<file path="src/rtl/gpio_port_pkg.sv">
`timescale 1ns/1ps
package gpio_port_pkg;

  typedef enum logic [1:0] {
    FLAV_BIDIR    = 2'd0,
    FLAV_IN_ONLY  = 2'd1,
    FLAV_OUT_ONLY = 2'd2
  } gpio_flavour_e;

  // bidirectional map
  localparam int unsigned OFS_DIR  = 0;
  localparam int unsigned OFS_OUT  = 1;
  localparam int unsigned OFS_IN   = 2;
  // single-register flavours
  localparam int unsigned OFS_SOLO = 0;

endpackage

</file>
<file path="src/rtl/gpio_rst_sync.sv">
`timescale 1ns/1ps
module gpio_rst_sync #(
  parameter int unsigned STAGES = 2
) (
  input  logic clk_i,
  input  logic rst_ni,
  output logic rst_sync_no
);

  logic [STAGES-1:0] chain_q;
  logic [STAGES-1:0] chain_d;

  always_comb begin
    chain_d = {chain_q[STAGES-2:0], 1'b1};
  end

  always_ff @(posedge clk_i or negedge rst_ni) begin
    if (!rst_ni) chain_q <= '0;
    else         chain_q <= chain_d;
  end

  assign rst_sync_no = chain_q[STAGES-1];

endmodule

</file>
<file path="src/rtl/gpio_in_sync.sv">
`timescale 1ns/1ps
module gpio_in_sync #(
  parameter int unsigned WIDTH  = 8,
  parameter int unsigned STAGES = 2
) (
  input  logic             clk_i,
  input  logic             rst_ni,
  input  logic [WIDTH-1:0] pin_i,
  output logic [WIDTH-1:0] sync_o
);

  localparam int unsigned CNT_W = $clog2(STAGES + 1);

  logic [WIDTH-1:0] stage_q [STAGES];

  for (genvar g = 0; g < STAGES; g++) begin : g_stage
    logic [WIDTH-1:0] stage_d;
    if (g == 0) begin : g_first
      always_comb stage_d = pin_i;
    end else begin : g_next
      always_comb stage_d = stage_q[g-1];
    end
    always_ff @(posedge clk_i or negedge rst_ni) begin
      if (!rst_ni) stage_q[g] <= '0;
      else         stage_q[g] <= stage_d;
    end
  end

  assign sync_o = stage_q[STAGES-1];

  // edges seen since reset, saturating at STAGES
  logic [CNT_W-1:0] seen_q;
  logic [CNT_W-1:0] seen_d;
  logic             seen_en;

  always_comb begin
    seen_en = (seen_q != CNT_W'(STAGES));
    seen_d  = seen_q + 1'b1;
  end

  always_ff @(posedge clk_i or negedge rst_ni) begin
    if (!rst_ni)      seen_q <= '0;
    else if (seen_en) seen_q <= seen_d;
  end

  if (STAGES == 2) begin : g_chk
    // output lags the pin by exactly two edges
    assert_sync_delay_R5: assert property (@(posedge clk_i) disable iff (!rst_ni)
      (seen_q == CNT_W'(STAGES)) |-> (sync_o == $past(pin_i, 2)));
  end

endmodule

</file>
<file path="src/rtl/gpio_reg_file.sv">
`timescale 1ns/1ps
module gpio_reg_file
  import gpio_port_pkg::*;
#(
  parameter gpio_flavour_e FLAVOUR = FLAV_BIDIR,
  parameter int unsigned   WIDTH   = 8,
  parameter int unsigned   ADDR_W  = 8
) (
  input  logic              clk_i,
  input  logic              rst_ni,
  input  logic              wr_i,
  input  logic [ADDR_W-1:0] addr_i,
  input  logic [WIDTH-1:0]  wdata_i,
  output logic [WIDTH-1:0]  dir_o,
  output logic [WIDTH-1:0]  out_o
);

  if (FLAVOUR == FLAV_BIDIR) begin : g_bidir
    logic             dir_en, out_en;
    logic [WIDTH-1:0] dir_d, out_d;
    logic [WIDTH-1:0] dir_q, out_q;

    always_comb begin
      dir_en = wr_i && (addr_i == ADDR_W'(OFS_DIR));
      out_en = wr_i && (addr_i == ADDR_W'(OFS_OUT));
      dir_d  = wdata_i;
      out_d  = wdata_i;
    end

    always_ff @(posedge clk_i or negedge rst_ni) begin
      if (!rst_ni) begin
        dir_q <= '0;
        out_q <= '0;
      end else begin
        if (dir_en) dir_q <= dir_d;
        if (out_en) out_q <= out_d;
      end
    end

    assign dir_o = dir_q;
    assign out_o = out_q;

    assert_dir_write_R1: assert property (@(posedge clk_i) disable iff (!rst_ni)
      (wr_i && addr_i == ADDR_W'(OFS_DIR)) |=> (dir_q == $past(wdata_i)));
    assert_out_write_R1: assert property (@(posedge clk_i) disable iff (!rst_ni)
      (wr_i && addr_i == ADDR_W'(OFS_OUT)) |=> (out_q == $past(wdata_i)));
    assert_dir_hold_R8: assert property (@(posedge clk_i) disable iff (!rst_ni)
      !(wr_i && addr_i == ADDR_W'(OFS_DIR)) |=> $stable(dir_q));
    assert_out_hold_R8: assert property (@(posedge clk_i) disable iff (!rst_ni)
      !(wr_i && addr_i == ADDR_W'(OFS_OUT)) |=> $stable(out_q));

  end else if (FLAVOUR == FLAV_OUT_ONLY) begin : g_out
    logic             solo_en;
    logic [WIDTH-1:0] solo_d;
    logic [WIDTH-1:0] solo_q;

    always_comb begin
      solo_en = wr_i && (addr_i == ADDR_W'(OFS_SOLO));
      solo_d  = wdata_i;
    end

    always_ff @(posedge clk_i or negedge rst_ni) begin
      if (!rst_ni)      solo_q <= '0;
      else if (solo_en) solo_q <= solo_d;
    end

    assign dir_o = '1;
    assign out_o = solo_q;

    assert_solo_write_R7: assert property (@(posedge clk_i) disable iff (!rst_ni)
      (wr_i && addr_i == ADDR_W'(OFS_SOLO)) |=> (solo_q == $past(wdata_i)));
    assert_solo_hold_R8: assert property (@(posedge clk_i) disable iff (!rst_ni)
      !(wr_i && addr_i == ADDR_W'(OFS_SOLO)) |=> $stable(solo_q));

  end else begin : g_in
    // no writable state at all
    assign dir_o = '0;
    assign out_o = '0;
  end

endmodule

</file>
<file path="src/rtl/gpio_rd_mux.sv">
`timescale 1ns/1ps
module gpio_rd_mux
  import gpio_port_pkg::*;
#(
  parameter gpio_flavour_e FLAVOUR = FLAV_BIDIR,
  parameter int unsigned   WIDTH   = 8,
  parameter int unsigned   ADDR_W  = 8
) (
  input  logic [ADDR_W-1:0] addr_i,
  input  logic [WIDTH-1:0]  dir_i,
  input  logic [WIDTH-1:0]  out_i,
  input  logic [WIDTH-1:0]  in_i,
  output logic [WIDTH-1:0]  rdata_o
);

  if (FLAVOUR == FLAV_BIDIR) begin : g_bidir
    always_comb begin
      if (addr_i == ADDR_W'(OFS_DIR))      rdata_o = dir_i;
      else if (addr_i == ADDR_W'(OFS_OUT)) rdata_o = out_i;
      else if (addr_i == ADDR_W'(OFS_IN))  rdata_o = in_i;
      else                                 rdata_o = '0;
    end
  end else if (FLAVOUR == FLAV_OUT_ONLY) begin : g_out
    logic [WIDTH-1:0] unused_mix;
    always_comb unused_mix = dir_i ^ in_i;
    always_comb rdata_o = (addr_i == ADDR_W'(OFS_SOLO)) ? out_i : '0;
  end else begin : g_in
    logic [WIDTH-1:0] unused_mix;
    always_comb unused_mix = dir_i ^ out_i;
    always_comb rdata_o = (addr_i == ADDR_W'(OFS_SOLO)) ? in_i : '0;
  end

endmodule

</file>
<file path="src/rtl/gpio_port.sv">
`timescale 1ns/1ps
module gpio_port
  import gpio_port_pkg::*;
#(
  parameter gpio_flavour_e FLAVOUR     = FLAV_BIDIR,
  parameter int unsigned   WIDTH       = 8,
  parameter int unsigned   ADDR_W      = 8,
  parameter int unsigned   SYNC_STAGES = 2,
  parameter int unsigned   RST_STAGES  = 2
) (
  input  logic              clk_i,
  input  logic              rst_ni,
  input  logic [ADDR_W-1:0] reg_addr_i,
  input  logic              reg_wr_i,
  input  logic [WIDTH-1:0]  reg_wdata_i,
  output logic [WIDTH-1:0]  reg_rdata_o,
  input  logic [WIDTH-1:0]  pin_in_i,
  output logic [WIDTH-1:0]  pin_out_o,
  output logic [WIDTH-1:0]  pin_oe_o
);

  logic             rst_sync_n;
  logic [WIDTH-1:0] pins_sync;
  logic [WIDTH-1:0] dir_w;
  logic [WIDTH-1:0] out_w;

  gpio_rst_sync #(.STAGES(RST_STAGES)) u_rst (
    .clk_i       (clk_i),
    .rst_ni      (rst_ni),
    .rst_sync_no (rst_sync_n)
  );

  gpio_in_sync #(.WIDTH(WIDTH), .STAGES(SYNC_STAGES)) u_sync (
    .clk_i  (clk_i),
    .rst_ni (rst_sync_n),
    .pin_i  (pin_in_i),
    .sync_o (pins_sync)
  );

  gpio_reg_file #(.FLAVOUR(FLAVOUR), .WIDTH(WIDTH), .ADDR_W(ADDR_W)) u_regs (
    .clk_i   (clk_i),
    .rst_ni  (rst_sync_n),
    .wr_i    (reg_wr_i),
    .addr_i  (reg_addr_i),
    .wdata_i (reg_wdata_i),
    .dir_o   (dir_w),
    .out_o   (out_w)
  );

  gpio_rd_mux #(.FLAVOUR(FLAVOUR), .WIDTH(WIDTH), .ADDR_W(ADDR_W)) u_rd (
    .addr_i  (reg_addr_i),
    .dir_i   (dir_w),
    .out_i   (out_w),
    .in_i    (pins_sync),
    .rdata_o (reg_rdata_o)
  );

  assign pin_out_o = out_w;
  assign pin_oe_o  = dir_w;

  if (FLAVOUR == FLAV_BIDIR) begin : g_chk_bidir
    assert_oe_follows_R2: assert property (@(posedge clk_i) disable iff (!rst_sync_n)
      (reg_wr_i && reg_addr_i == ADDR_W'(OFS_DIR)) |=> (pin_oe_o == $past(reg_wdata_i)));
    assert_drive_R3: assert property (@(posedge clk_i) disable iff (!rst_sync_n)
      (reg_wr_i && reg_addr_i == ADDR_W'(OFS_OUT)) |=> (pin_out_o == $past(reg_wdata_i)));
    assert_undef_zero_R8: assert property (@(posedge clk_i) disable iff (!rst_sync_n)
      (reg_addr_i > ADDR_W'(OFS_IN)) |-> (reg_rdata_o == '0));
    assert_reset_state_R9: assert property (@(posedge clk_i) disable iff (!rst_ni)
      $rose(rst_sync_n) |-> (pin_oe_o == '0 && pin_out_o == '0));
  end else if (FLAVOUR == FLAV_OUT_ONLY) begin : g_chk_out
    assert_drive_R3: assert property (@(posedge clk_i) disable iff (!rst_sync_n)
      (reg_wr_i && reg_addr_i == ADDR_W'(OFS_SOLO)) |=> (pin_out_o == $past(reg_wdata_i)));
    assert_undef_zero_R8: assert property (@(posedge clk_i) disable iff (!rst_sync_n)
      (reg_addr_i != ADDR_W'(OFS_SOLO)) |-> (reg_rdata_o == '0));
    assert_reset_state_R9: assert property (@(posedge clk_i) disable iff (!rst_ni)
      $rose(rst_sync_n) |-> (pin_out_o == '0));
  end else begin : g_chk_in
    assert_undef_zero_R8: assert property (@(posedge clk_i) disable iff (!rst_sync_n)
      (reg_addr_i != ADDR_W'(OFS_SOLO)) |-> (reg_rdata_o == '0));
    assert_in_read_R6: assert property (@(posedge clk_i) disable iff (!rst_sync_n)
      (reg_addr_i == ADDR_W'(OFS_SOLO)) |-> (reg_rdata_o == pins_sync));
  end

endmodule

</file>
<file path="config.mk">
export PLATFORM = sky130hd
export DESIGN_NAME = gpio_port
export DESIGN_NICKNAME = d
export VERILOG_FILES = /design/src/rtl/gpio_port_pkg.sv /design/src/rtl/gpio_rst_sync.sv /design/src/rtl/gpio_in_sync.sv /design/src/rtl/gpio_reg_file.sv /design/src/rtl/gpio_rd_mux.sv /design/src/rtl/gpio_port.sv
export SDC_FILE = /design/constraint.sdc
export NUM_CORES = 1
export LEC_CHECK = 0
export ABC_AREA = 1
export BUFFER_PORTS_ARGS = -buffer_cell sky130_fd_sc_hd__buf_4
export CAP_MARGIN = 10
export CORE_MARGIN = 5
export CORE_UTILIZATION = 45
export CTS_BUF_LIST = sky130_fd_sc_hd__clkbuf_4 sky130_fd_sc_hd__clkbuf_8
export DETAILED_ROUTE_END_ITERATION = 10
export PLACE_DENSITY = 0.71
export SETUP_SLACK_MARGIN = 0.15
export SYNTH_ARGS = -nofsm -noshare
export SYNTH_HDL_FRONTEND = slang
export SYNTH_HIERARCHICAL = 1
export SYNTH_SLANG_ARGS = --single-unit
</file>
<file path="constraint.sdc">
create_clock -name clk_i -period 2.2 [get_ports clk_i]
set_input_delay 0.11 -clock clk_i [delete_from_list [all_inputs] [get_ports clk_i]]
set_output_delay 0.11 -clock clk_i [all_outputs]
set_load 0.005 [all_outputs]
</file>
==> flow_metrics.env <==
export IMPL_grt_pass1_wl_microns=6130
export IMPL_synthMuxAreaShare_pct=0
export IMPL_clockBufferDepth=2
export IMPL_r2r_worst_path_cells=2
export IMPL_ant_nets=0
export IMPL_yosysWarnings=6
export IMPL_wirelength_microns=3690
export IMPL_design_area_sq_um=2100
export IMPL_finClkSkew_ns=0.00417
export IMPL_synthTopCellsByCount="nand2_1 (56), dfrtp_1 (34), nand3_1 (34), inv_1 (11), nor2_1 (7)"
export IMPL_io_pins=51
export IMPL_hold_viol_final=0
export IMPL_cts_buffers=5
export IMPL_num_vias=1311
export IMPL_rsz0062_at_grt="false"
export IMPL_cts_resized_gates=0
export IMPL_cts_tree="done"
export IMPL_nets=260
export IMPL_synth_fa_ha_area_share_pct=0
export IMPL_die_area_sq_um=4430
export IMPL_core_area_sq_um=3050
export IMPL_fin_crit_ns=1.20
export IMPL_crit_path_start="u_regs/out_o[6]"
export IMPL_cts_root_buf="clkbuf_4"
export IMPL_fin_setup_tns_ns=0
export IMPL_crit_end="reg_rdata_o[6]"
export IMPL_ys_flop_type="dfrtp_1"
export IMPL_synthDistinctLibCells=13
export IMPL_grt_pass1_vias=1352
export IMPL_outcome="finished clean"
export IMPL_post_synth_inst_count=159
export IMPL_rrSetupSlack_ns=1.55
export IMPL_setup_viol=0
export IMPL_powerDensity_nw_per_um2=564
export IMPL_cts_htree_levels=2
export IMPL_fp_row_count=20
export IMPL_clk_latency_ns=0.33
export IMPL_end_kind="output pin"
export IMPL_drive_gt1_share_pct=31.6
export IMPL_required_ns=2.09
export IMPL_area_growth_pct=45.8
export IMPL_synthesis_area_sq_um=1440
export IMPL_clock_sinks=34
export IMPL_ys_ff_latch=34
export IMPL_synth_area_leaders="dfrtp_1 (59%), nand2_1 (15%), nand3_1 (12%)"
export IMPL_synth_largest_area_cell="dfrtp_1"
export IMPL_grt_total_usage_pct=18.6
export IMPL_drt_first_pass_iters=4
export IMPL_cap_violations=0
export IMPL_synth_simple_gate_area_share_pct=36.6
export IMPL_synth_top_cell_area_share_pct=59.0
export IMPL_cp_max_fo=3
export IMPL_critPathKind="flop to output pin"
export IMPL_hold_ws_ns=0.0810
export IMPL_min_path_type="input port to asynchronous set/reset pin"
export IMPL_synth_xor_area_share_pct=0
export IMPL_n_antenna_cell=0
export IMPL_r2r_end="u_regs/out_o[5]"
export IMPL_drcViolationCount=0
export IMPL_synth_compound_area_share_pct=0
export IMPL_dpl_hpwl_microns=2640
export IMPL_start_util_pct=47.2
export IMPL_via_per_inst=4.72
export IMPL_synth_most_common_cell="nand2_1"
export IMPL_grt_max_degree=33
export IMPL_gp_congestion=0.800
export IMPL_die_h_microns=66.6
export IMPL_numPortBuffers=50
export IMPL_critPathArrivalTime_ns=1.09
export IMPL_r2r_start="u_regs/out_o[5]"
export IMPL_cts_hold_buffers=17
export IMPL_timing_final_crit_share_pct=54.6
export IMPL_synthesis_nets=186
export IMPL_grt_ovfl_total=0
export IMPL_clk_pin_slew_ns=0.10
export IMPL_seq_area_frac_synth_pct=59.0
export IMPL_synth_top_family_by_area="simple AND/OR/NAND/NOR gates"
export IMPL_place_area_sq_um=1870
export IMPL_antenna_found_initial=0
export IMPL_die_x_microns=66.6
export IMPL_fillers=251
export IMPL_fmax_mhz=832
export IMPL_first_iter_violations=80
export IMPL_post_cts_setup_buffers=0
export IMPL_drv_slew=0
export IMPL_ir_drop_mv=0.452
export IMPL_wl_per_cell_microns=13.3
export IMPL_start_kind="flop"
export IMPL_p_leak_uw=0.00115
export IMPL_avgSynthCellArea_sq_um=9.07
export IMPL_synth_edf_count=0
export IMPL_async_flop_share_pct=100
-- worst max-delay path, cell delays in order, from the launching register on --
cell     delay, ns
dfrtp_1       0.42
nand3_1       0.10
nand3_1       0.09
buf_4         0.15
-- layer usage --
layer	track usage, %	wire, microns	up-vias
met5	0	0	-
li1	-	-	649
met4	4.57	18	0
met1	24.3	1510	603
met3	4.89	305	2
met2	30.6	1850	57
-- worst min-delay path by stage --
| stage | end | depth (start not counted) |
|---|---|---|
| 6_report | u_rst/chain_q[0] | 2 |
| 5_1_grt | u_rst/chain_q[0] | 2 |
| 4_1_cts | u_rst/chain_q[0] | 2 |
| 3_5_place_dp | u_rst/chain_q[0] | 1 |
| 3_3_place_gp | u_rst/chain_q[0] | 1 |
| 2_1_floorplan | u_rst/chain_q[0] | 0 |
-- sequential cells by signal, summed over array words and instances (netlist names) --
register                cells
u_regs/dir_o                8
u_regs/out_o                8
u_sync/g_stage.stage_d      8
u_sync/sync_o               8
u_rst/chain_q               2
-- placed cells by master, fill, tap and decap left out --
| cell | count |
|---|---|
| nor2_8 | 1 |
| dfrtp_1 | 34 |
| clkbuf_4 | 6 |
| nand2_1 | 56 |
| clkinv_2 | 1 |
| nand3_1 | 34 |
| dlygate4sd3_1 | 17 |
| nor2_2 | 6 |
| nand2_2 | 3 |
| nor2_4 | 3 |
| nand2_4 | 1 |
| conb_1 | 1 |
| clkbuf_8 | 1 |
| nor2_1 | 7 |
| inv_4 | 1 |
| inv_1 | 11 |
| buf_4 | 51 |
-- layout make-up --
class / instances / area (sq um) / share of cell area [%]
Sequential cell: 34 / 851 / 40.5
Clock inverter: 1 / 5.00 / 0.238
Multi-Input combinational cell: 112 / 532 / 25.3
Clock buffer: 7 / 58.8 / 2.80
Timing Repair Buffer: 68 / 553 / 26.3
Tap cell: 44 / 55.1 / 2.62
Inverter: 12 / 47.5 / 2.26
-- stage by stage --
stage	setup slack [ns]	total power, uW	instances	util (%)
after floorplan	1.18	727	159	-
after global placement	1.09	805	253	61.2
after detailed placement	1.05	811	253	61.2
after CTS	0.992	1200	278	68.9
after global routing	0.932	1250	278	68.9
final	0.999	1190	278	68.9
-- cell families after synthesis --
logic type	Yosys count
buffers and inverters	13
AND/OR/NAND/NOR	111
other	1
flip-flops	34
-- power breakdown --
| part | switching, uW | internal (uW) |
|---|---|---|
| Combinational | 68.0 | 80.5 |
| Sequential | 17.0 | 655 |
| Clock | 198 | 167 |
| Total | 283 | 903 |
Note: power is estimated with default switching activity, not from simulation.
